**src/rtl/intx_pkg.sv**
```systemverilog
package intx_pkg;
  // Word index width of the register port (eight word slots).
  localparam int WORD_IDX_W = 3;

  // Word indices; pulse status must stay at 0 (service software relies on it).
  localparam int IDX_PLS_ST = 0;
  localparam int IDX_LVL_ST = 1;
  localparam int IDX_SPC_ST = 2;
  localparam int IDX_PLS_EN = 3;
  localparam int IDX_LVL_EN = 4;
  localparam int IDX_SPC_EN = 5;

  // Plain storage words occupy indices 1..NUM_STORE.
  localparam int NUM_STORE = 5;
endpackage

```
**src/rtl/intx_sticky_bank.sv**
```systemverilog
module intx_sticky_bank #(
  parameter int NUM_LINES = 4
) (
  input  logic                 clk,
  input  logic                 rst,
  input  logic [NUM_LINES-1:0] set_pulse,
  input  logic                 clr_en,
  input  logic [NUM_LINES-1:0] clr_mask,
  output logic [NUM_LINES-1:0] status_q
);
  for (genvar g = 0; g < NUM_LINES; g++) begin : g_bit
    always_ff @(posedge clk) begin
      if (rst)
        status_q[g] <= 1'b0;
      else if (set_pulse[g])
        status_q[g] <= 1'b1;             // a new event beats a clear
      else if (clr_en && clr_mask[g])
        status_q[g] <= 1'b0;
    end
  end
endmodule

```
**src/rtl/intx_store_reg.sv**
```systemverilog
module intx_store_reg #(
  parameter int NUM_LINES = 4
) (
  input  logic                 clk,
  input  logic                 rst,
  input  logic                 wr_en,
  input  logic [NUM_LINES-1:0] wr_lines,
  output logic [NUM_LINES-1:0] q
);
  always_ff @(posedge clk) begin
    if (rst)
      q <= '0;
    else if (wr_en)
      q <= wr_lines;
  end
endmodule

```
**src/rtl/intx_pulse_collector.sv**
```systemverilog
module intx_pulse_collector
  import intx_pkg::*;
#(
  parameter int NUM_LINES   = 4,
  parameter int LINE_STRIDE = 2,
  parameter int DATA_W      = 32
) (
  input  logic                  clk,
  input  logic                  rst,
  input  logic [NUM_LINES-1:0]  intx_pulse,
  input  logic                  reg_wr_en,
  input  logic [WORD_IDX_W-1:0] reg_word_addr,
  input  logic [DATA_W-1:0]     reg_wr_data,
  output logic [DATA_W-1:0]     reg_rd_data,
  output logic                  irq
);
  logic [NUM_LINES-1:0] wr_lines;
  logic [NUM_LINES-1:0] status_q;
  logic [NUM_LINES-1:0] pls_en;
  logic [NUM_LINES-1:0] rd_lines;
  logic [NUM_LINES-1:0] store_q [NUM_STORE];
  logic [DATA_W-1:0]    rd_word;
  logic [DATA_W-1:0]    lane_bits;
  logic                 clr_en;
  logic                 unused_wr_bits;

  // Gather line bits from the write word (line i at bit i*LINE_STRIDE).
  for (genvar g = 0; g < NUM_LINES; g++) begin : g_gather
    assign wr_lines[g] = reg_wr_data[g*LINE_STRIDE];
  end

  // Spread line bits back into a word; every other position reads zero.
  for (genvar b = 0; b < DATA_W; b++) begin : g_spread
    if ((b % LINE_STRIDE) == 0 && (b / LINE_STRIDE) < NUM_LINES) begin : g_lane
      assign rd_word[b]   = rd_lines[b/LINE_STRIDE];
      assign lane_bits[b] = 1'b1;
    end else begin : g_pad
      assign rd_word[b]   = 1'b0;
      assign lane_bits[b] = 1'b0;
    end
  end

  assign unused_wr_bits = ^(reg_wr_data & ~lane_bits);

  assign clr_en = reg_wr_en && (reg_word_addr == WORD_IDX_W'(IDX_PLS_ST));

  intx_sticky_bank #(.NUM_LINES(NUM_LINES)) u_sticky (
    .clk      (clk),
    .rst      (rst),
    .set_pulse(intx_pulse),
    .clr_en   (clr_en),
    .clr_mask (wr_lines),
    .status_q (status_q)
  );

  for (genvar s = 0; s < NUM_STORE; s++) begin : g_store
    intx_store_reg #(.NUM_LINES(NUM_LINES)) u_store (
      .clk     (clk),
      .rst     (rst),
      .wr_en   (reg_wr_en && (reg_word_addr == WORD_IDX_W'(s + 1))),
      .wr_lines(wr_lines),
      .q       (store_q[s])
    );
  end

  assign pls_en = store_q[IDX_PLS_EN-1];

  always_comb begin
    rd_lines = '0;
    if (reg_word_addr == WORD_IDX_W'(IDX_PLS_ST))
      rd_lines = status_q;
    for (int s = 0; s < NUM_STORE; s++) begin
      if (reg_word_addr == WORD_IDX_W'(s + 1))
        rd_lines = store_q[s];
    end
  end

  always_ff @(posedge clk) begin
    if (rst) begin
      reg_rd_data <= '0;
      irq         <= 1'b0;
    end else begin
      reg_rd_data <= rd_word;
      irq         <= |(status_q & pls_en);
    end
  end
endmodule

```
**config.mk**
```make
export PLATFORM = sky130hd
export DESIGN_NAME = intx_pulse_collector
export DESIGN_NICKNAME = d
export VERILOG_FILES = /design/src/rtl/intx_pkg.sv /design/src/rtl/intx_sticky_bank.sv /design/src/rtl/intx_store_reg.sv /design/src/rtl/intx_pulse_collector.sv
export SDC_FILE = /design/constraint.sdc
export NUM_CORES = 1
export LEC_CHECK = 0
export ABC_CLOCK_PERIOD_IN_PS = 1500
export BUFFER_PORTS_ARGS = -buffer_cell sky130_fd_sc_hd__buf_2
export CELL_PAD_IN_SITES_DETAIL_PLACEMENT = 0
export CELL_PAD_IN_SITES_GLOBAL_PLACEMENT = 1
export CORE_MARGIN = 3
export CORE_UTILIZATION = 33
export CTS_CLUSTER_DIAMETER = 80
export CTS_CLUSTER_SIZE = 30
export DETAILED_ROUTE_END_ITERATION = 10
export PLACE_DENSITY_LB_ADDON = 0.1
export SLEW_MARGIN = 5
export SYNTH_ARGS = -nofsm -noshare
export SYNTH_HDL_FRONTEND = slang
export SYNTH_SLANG_ARGS = --single-unit
```
**constraint.sdc**
```tcl
create_clock -name clk -period 1.5 [get_ports clk]
set_clock_uncertainty 0.2 [all_clocks]
set_input_delay 0.3 -clock clk [delete_from_list [all_inputs] [get_ports clk]]
set_output_delay 0.3 -clock clk [all_outputs]
set_load 0.005 [all_outputs]
```
Word-level counts from Yosys, hierarchy flattened
Cells that the tools add are included.
{"block": "word_totals", "ff_bits": 57, "input_bits": 42, "out_inout_bits": 33, "word_cells": 48}
{"block": "op_classes", "eq_ne": 5, "muxes": 14, "bitwise_logic": 1, "reduce_logical": 16}
{"operator": "2-to-1 mux 4 bit", "n": 6}
{"operator": "logical AND 1 bit", "n": 10}
{"operator": "2-to-1 mux 1 bit", "n": 8}
{"operator": "nonzero test 2 bit", "n": 4}
{"operator": "== test 3 x 2 -> 1 bit, second input constant", "n": 2}
{"operator": "== test 3 bit, second input constant", "n": 2}
{"operator": "bitwise AND 4 bit", "n": 1}
{"operator": "OR reduction 4 bit", "n": 1}
{"operator": "== test 3 x 1 -> 1 bit, second input constant", "n": 1}
{"operator": "logical NOT 3 bit", "n": 1}

Depth between registers and ports, before layout
{"block": "logic_depth", "ltp_word": 7, "mapped_depth": 5, "depth_no_buf": 3}

By module
Synthesis repeated with hierarchy kept, for this count alone.
{"block": "unflattened", "hier_cells": 158, "hier_area_um2": 1493.9}
{"mod": "intx_store_reg", "instances": 5, "cells_each": 13, "area_per_inst_um2": 140.1, "seq_area_each_um2": 80.1}
{"mod": "intx_pulse_collector", "instances": 1, "cells_each": 77, "area_per_inst_um2": 648.1, "seq_area_each_um2": 100.1}
{"mod": "intx_sticky_bank", "instances": 1, "cells_each": 16, "area_per_inst_um2": 145.1, "seq_area_each_um2": 80.1}

Worst setup path after synthesis
OpenSTA, ideal clock, no wires.
{"block": "synth_timing", "path_type": "input -> register", "startpoint": "in reg_word_addr[0]", "endpoint": "reg g_store[3].u_store.q[0]", "setup_ns": 0.128, "arrival_time_ns": 1.059, "setup_slack_ns": 0.113, "path_stages": 5, "path_buffers": 2, "cell_sequence": "buf_6 > nor4bb_1 > buf_4 > mux2i_1 > nor2_1"}
{"block": "synth_via", "elab_chain_len": 2}
{"item": "start, declared", "line": "intx_pulse_collector.sv:12", "rtl": "input logic [WORD_IDX_W-1:0] reg_word_addr,"}
{"item": "== test 3 bit", "line": "intx_pulse_collector.sv:60", "rtl": ".wr_en (reg_wr_en && (reg_word_addr == WORD_IDX_W'(s + 1))),"}
{"item": "logical AND 1 bit", "line": "intx_pulse_collector.sv:60"}
{"item": "end signal, assigned", "line": "intx_store_reg.sv:14", "rtl": "q <= wr_lines;"}
{"item": "end, declared", "line": "intx_store_reg.sv:8", "rtl": "output logic [NUM_LINES-1:0] q"}
No other way between the ends.
A chain may end at the register's enable or synchronous reset.

Worst setup path after layout
{"block": "layout_timing", "startpoint": "reg u_sticky.status_q[0]", "endpoint": "reg reg_rd_data[0]"}
{"block": "layout_via", "elab_chain_len": 6}
{"item": "start, declared", "line": "intx_sticky_bank.sv:9", "rtl": "output logic [NUM_LINES-1:0] status_q"}
{"item": "start signal, assigned by index", "line": "intx_sticky_bank.sv:14", "rtl": "status_q[g] <= 1'b0;"}
{"item": "start signal, assigned by index", "line": "intx_sticky_bank.sv:16", "rtl": "status_q[g] <= 1'b1;"}
{"item": "start signal, assigned by index", "line": "intx_sticky_bank.sv:18", "rtl": "status_q[g] <= 1'b0;"}
{"item": "2-to-1 mux 4 bit", "line": "intx_pulse_collector.sv:70", "rtl": "if (reg_word_addr == WORD_IDX_W'(IDX_PLS_ST))"}
{"item": "2-to-1 mux 4 bit (5 in series)", "line": "intx_pulse_collector.sv:73", "rtl": "if (reg_word_addr == WORD_IDX_W'(s + 1))"}
{"item": "end signal, assigned", "line": "intx_pulse_collector.sv:83", "rtl": "reg_rd_data <= rd_word;"}
{"item": "end, declared", "line": "intx_pulse_collector.sv:14", "rtl": "output logic [DATA_W-1:0] reg_rd_data,"}
No other way between the ends.

==> impl_metrics.env <==
export IMPL_synth_fa_ha_area_share_pct=0
export IMPL_yosys_area_share_simple_pct=13.53
export IMPL_die_w_um=74.62
export IMPL_cts_buffers=5
export IMPL_place_gp_congestion=0.7806
export IMPL_cts_resized_gates=0
export IMPL_viasPerCell=4.504
export IMPL_synthesis_area_um2=1554
export IMPL_post_cts_buffers=0
export IMPL_num_io_pins=75
export IMPL_rows=24
export IMPL_fin_crit_sh_pct=91.32
export IMPL_slew_violations=0
export IMPL_grt_overflow=0
export IMPL_peakVddDrop_mv=0.4044
export IMPL_cellPowerDensity_nw_per_um2=1131
export IMPL_drtPass1Iterations=4
export IMPL_p_clk_share_pct=48.7
export IMPL_drive_gt1_share_pct=26.97
export IMPL_diodes=0
export IMPL_pwr_share_comb_pct=10.4
export IMPL_path_max_fanout=3
export IMPL_sw_frac_of_total_pct=21.75
export IMPL_ant_nets=0
export IMPL_switchingPower_w=0.0004305
export IMPL_cp_cell_sequence="mux4_1 > a32o_1"
export IMPL_grt_pass1_vias=1026
export IMPL_holdPathEnd="u_sticky.status_q[0]"
export IMPL_r2r_start="u_sticky.status_q[0]"
export IMPL_fin_area_um2=1750
export IMPL_fin_crit_ps=1370
export IMPL_initial_utilization_pct=34.97
export IMPL_clk_path_buf_depth=2
export IMPL_rrSetupSlack_ps=130
export IMPL_dieArea_um2=5568
export IMPL_slowest_stage="mux4_1"
export IMPL_fp_dieH_um=74.62
export IMPL_synthXorXnorAreaFrac_pct=0
export IMPL_dpl_cell_area_um2=1617
export IMPL_worstPathBufferInverterCount=0
export IMPL_critical_path_arrival_ps=1340
export IMPL_clkLatencyLatePin_ps=280
export IMPL_grt_usage_pct=11.99
export IMPL_synth_cell_types=27
export IMPL_hp_class="primary input to flip-flop"
export IMPL_muxShareOfSynthArea_pct=15.30
export IMPL_cts_sinks=29
export IMPL_synth_seq_cells=29
export IMPL_routedWlPerCell_um=14.11
export IMPL_rsz0062_at_grt="no"
export IMPL_hold_buffers=0
export IMPL_cts_max_level=2
export IMPL_fmax_mhz=730.0
export IMPL_r2r_cells=2
export IMPL_drt_iter0_drc=41
export IMPL_tritoncts="built"
export IMPL_route_detailed_drc=0
export IMPL_wl_mm=3.246
export IMPL_finalSetupViolations=0
export IMPL_syn_inst=154
export IMPL_rr_endpoint="reg_rd_data[0]"
export IMPL_max_cap_viol_count=0
export IMPL_clk_pin_slew_ps=60
export IMPL_end_kind="flip-flop"
export IMPL_status="finished clean"
export IMPL_worstSetupPathType="flip-flop to flip-flop"
export IMPL_grt_pass1_wl_mm=5.057
export IMPL_hold_path_startpoint="intx_pulse[0]"
export IMPL_yosysSeqAreaShare_pct=37.36
export IMPL_crit_family="multiplexers"
export IMPL_hold_violations=0
export IMPL_syn_area_per_cell_um2=10.09
export IMPL_port_buffers=18
export IMPL_yosysWarnings=0
export IMPL_pwr_share_seq_pct=40.9
export IMPL_grt_max_degree=14
export IMPL_synth_top_family_by_area="buffers and inverters"
export IMPL_total_power_w=0.001979
export IMPL_area_growth_pct=12.64
export IMPL_final_util_pct=39.39
export IMPL_crit_required_ps=1470
export IMPL_power_internal_w=0.001548
export IMPL_coreArea_um2=4444
export IMPL_cts_root_buf="clkbuf_8"
export IMPL_antenna_found_initial=0
export IMPL_startpoint_type="flip-flop"
export IMPL_fin_nets=219
export IMPL_p_leak_nw=0.7889
export IMPL_vias=1036
export IMPL_synth_compound_area_share_pct=15.22
export IMPL_slowest_delay_ps=490
export IMPL_dp_hpwl_mm=2.513
export IMPL_hold_depth=2
power by group through the flow:
stage	registers, W	logic, W	clock network, W
finish	0.000810	0.000206	0.000963
global route	0.000812	0.000230	0.00101
CTS	0.000810	0.000206	0.000983
detailed placement	0.000827	0.000205	0
global placement	0.000827	0.000203	0
floorplan	0.000824	0.000189	0
how the worst max path moves through the flow:
stage	from	end	slack (ps)	cells past startpoint
after global routing	u_sticky.status_q[0]	reg_rd_data[0]	120	2
after global placement	reg_word_addr[2]	reg_rd_data[0]	-90	3
final	u_sticky.status_q[0]	reg_rd_data[0]	130	2
after floorplan	reg_word_addr[0]	g_store[3].u_store.q[0]	110	5
after CTS	u_sticky.status_q[0]	reg_rd_data[0]	130	2
after detailed placement	reg_word_addr[2]	reg_rd_data[0]	-90	3
area by class of cell:
cell class              instances  area [um^2]
clock inverters                 3        65.06
clock buffers                   5        68.82
inverters                       1        3.754
flip-flops and latches         29        580.6
well taps                      52        65.06
repair buffers                 28        177.7
multi-input cells             112        789.5
fillers                       449         2694
metrics by stage:
| step | setup TNS, ps | cells | setup WS [ps] | hold WS, ps |
|---|---|---|---|---|
| floorplan | 0 | 181 | 113.4 | 223.9 |
| global route | 0 | 230 | 117.9 | 37.09 |
| CTS | 0 | 230 | 129.3 | 21.76 |
| detailed placement | -558.2 | 222 | -88.83 | 278.1 |
| finish | 0 | 230 | 130.2 | 26.58 |
| global placement | -453.1 | 222 | -88.27 | 268.8 |
synthesized netlist by cell type (all sizes together):
cell     instances  share of area, %
dfxtp           29                37
inv              1              0.24
conb             1              0.24
mux4             1               1.7
clkbuf           5               1.4
a21boi           4               1.9
a2bb2oi          3               1.7
and4bb           2               1.6
nor2b            4               1.6
nand2b           1              0.40
a21oi            1              0.32
nor2            24               5.8
mux2i           20                13
nor4b            1               1.5
nand4b           2               1.9
a2111oi          3               2.9
a32o             1              0.64
o21a             4               1.9
buf             34                17
o21ba            3               1.9
nor4bb           1              0.64
a211oi           6               2.9
a22oi            2              0.97
mux2             1              0.72
layer usage:
| layer | vias to the layer above | track usage (%) | part of all wire (%) |
|---|---|---|---|
| li1 | 522 | - | - |
| met1 | 488 | 15.87 | 46 |
| met2 | 21 | 18.73 | 49 |
| met3 | 5 | 3.071 | 4.2 |
| met4 | 0 | 4.743 | 0.96 |
| met5 | - | 0 | 0 |
state kept, by name (all words and copies together) (netlist names):
signal             count
g_store.u_store.q     20
irq                    1
reg_rd_data            4
u_sticky.status_q      4
logic make-up after synthesis:
group           Yosys count
compound gates           27
mux                      22
flops                    29
other cells               1
simple gates             35
buf+inv                  40
cell usage in the layout (no fill, tap or decap):
cell type / n
inv_1: 1
a2111oi_2: 3
nor2_1: 24
mux4_1: 1
conb_1: 28
a22oi_1: 2
o21a_1: 4
a32o_1: 1
a2bb2oi_1: 3
nand4b_2: 2
o21ba_2: 3
buf_12: 1
clkinv_2: 1
buf_4: 9
nand2b_1: 1
mux2i_1: 20
nor2b_1: 4
and4bb_2: 2
bufinv_16: 2
a21oi_1: 1
a21boi_0: 4
buf_2: 18
mux2_2: 1
a211oi_1: 6
clkbuf_8: 5
dfxtp_1: 29
nor4b_4: 1
nor4bb_1: 1
(Power assumes the default switching activity.)
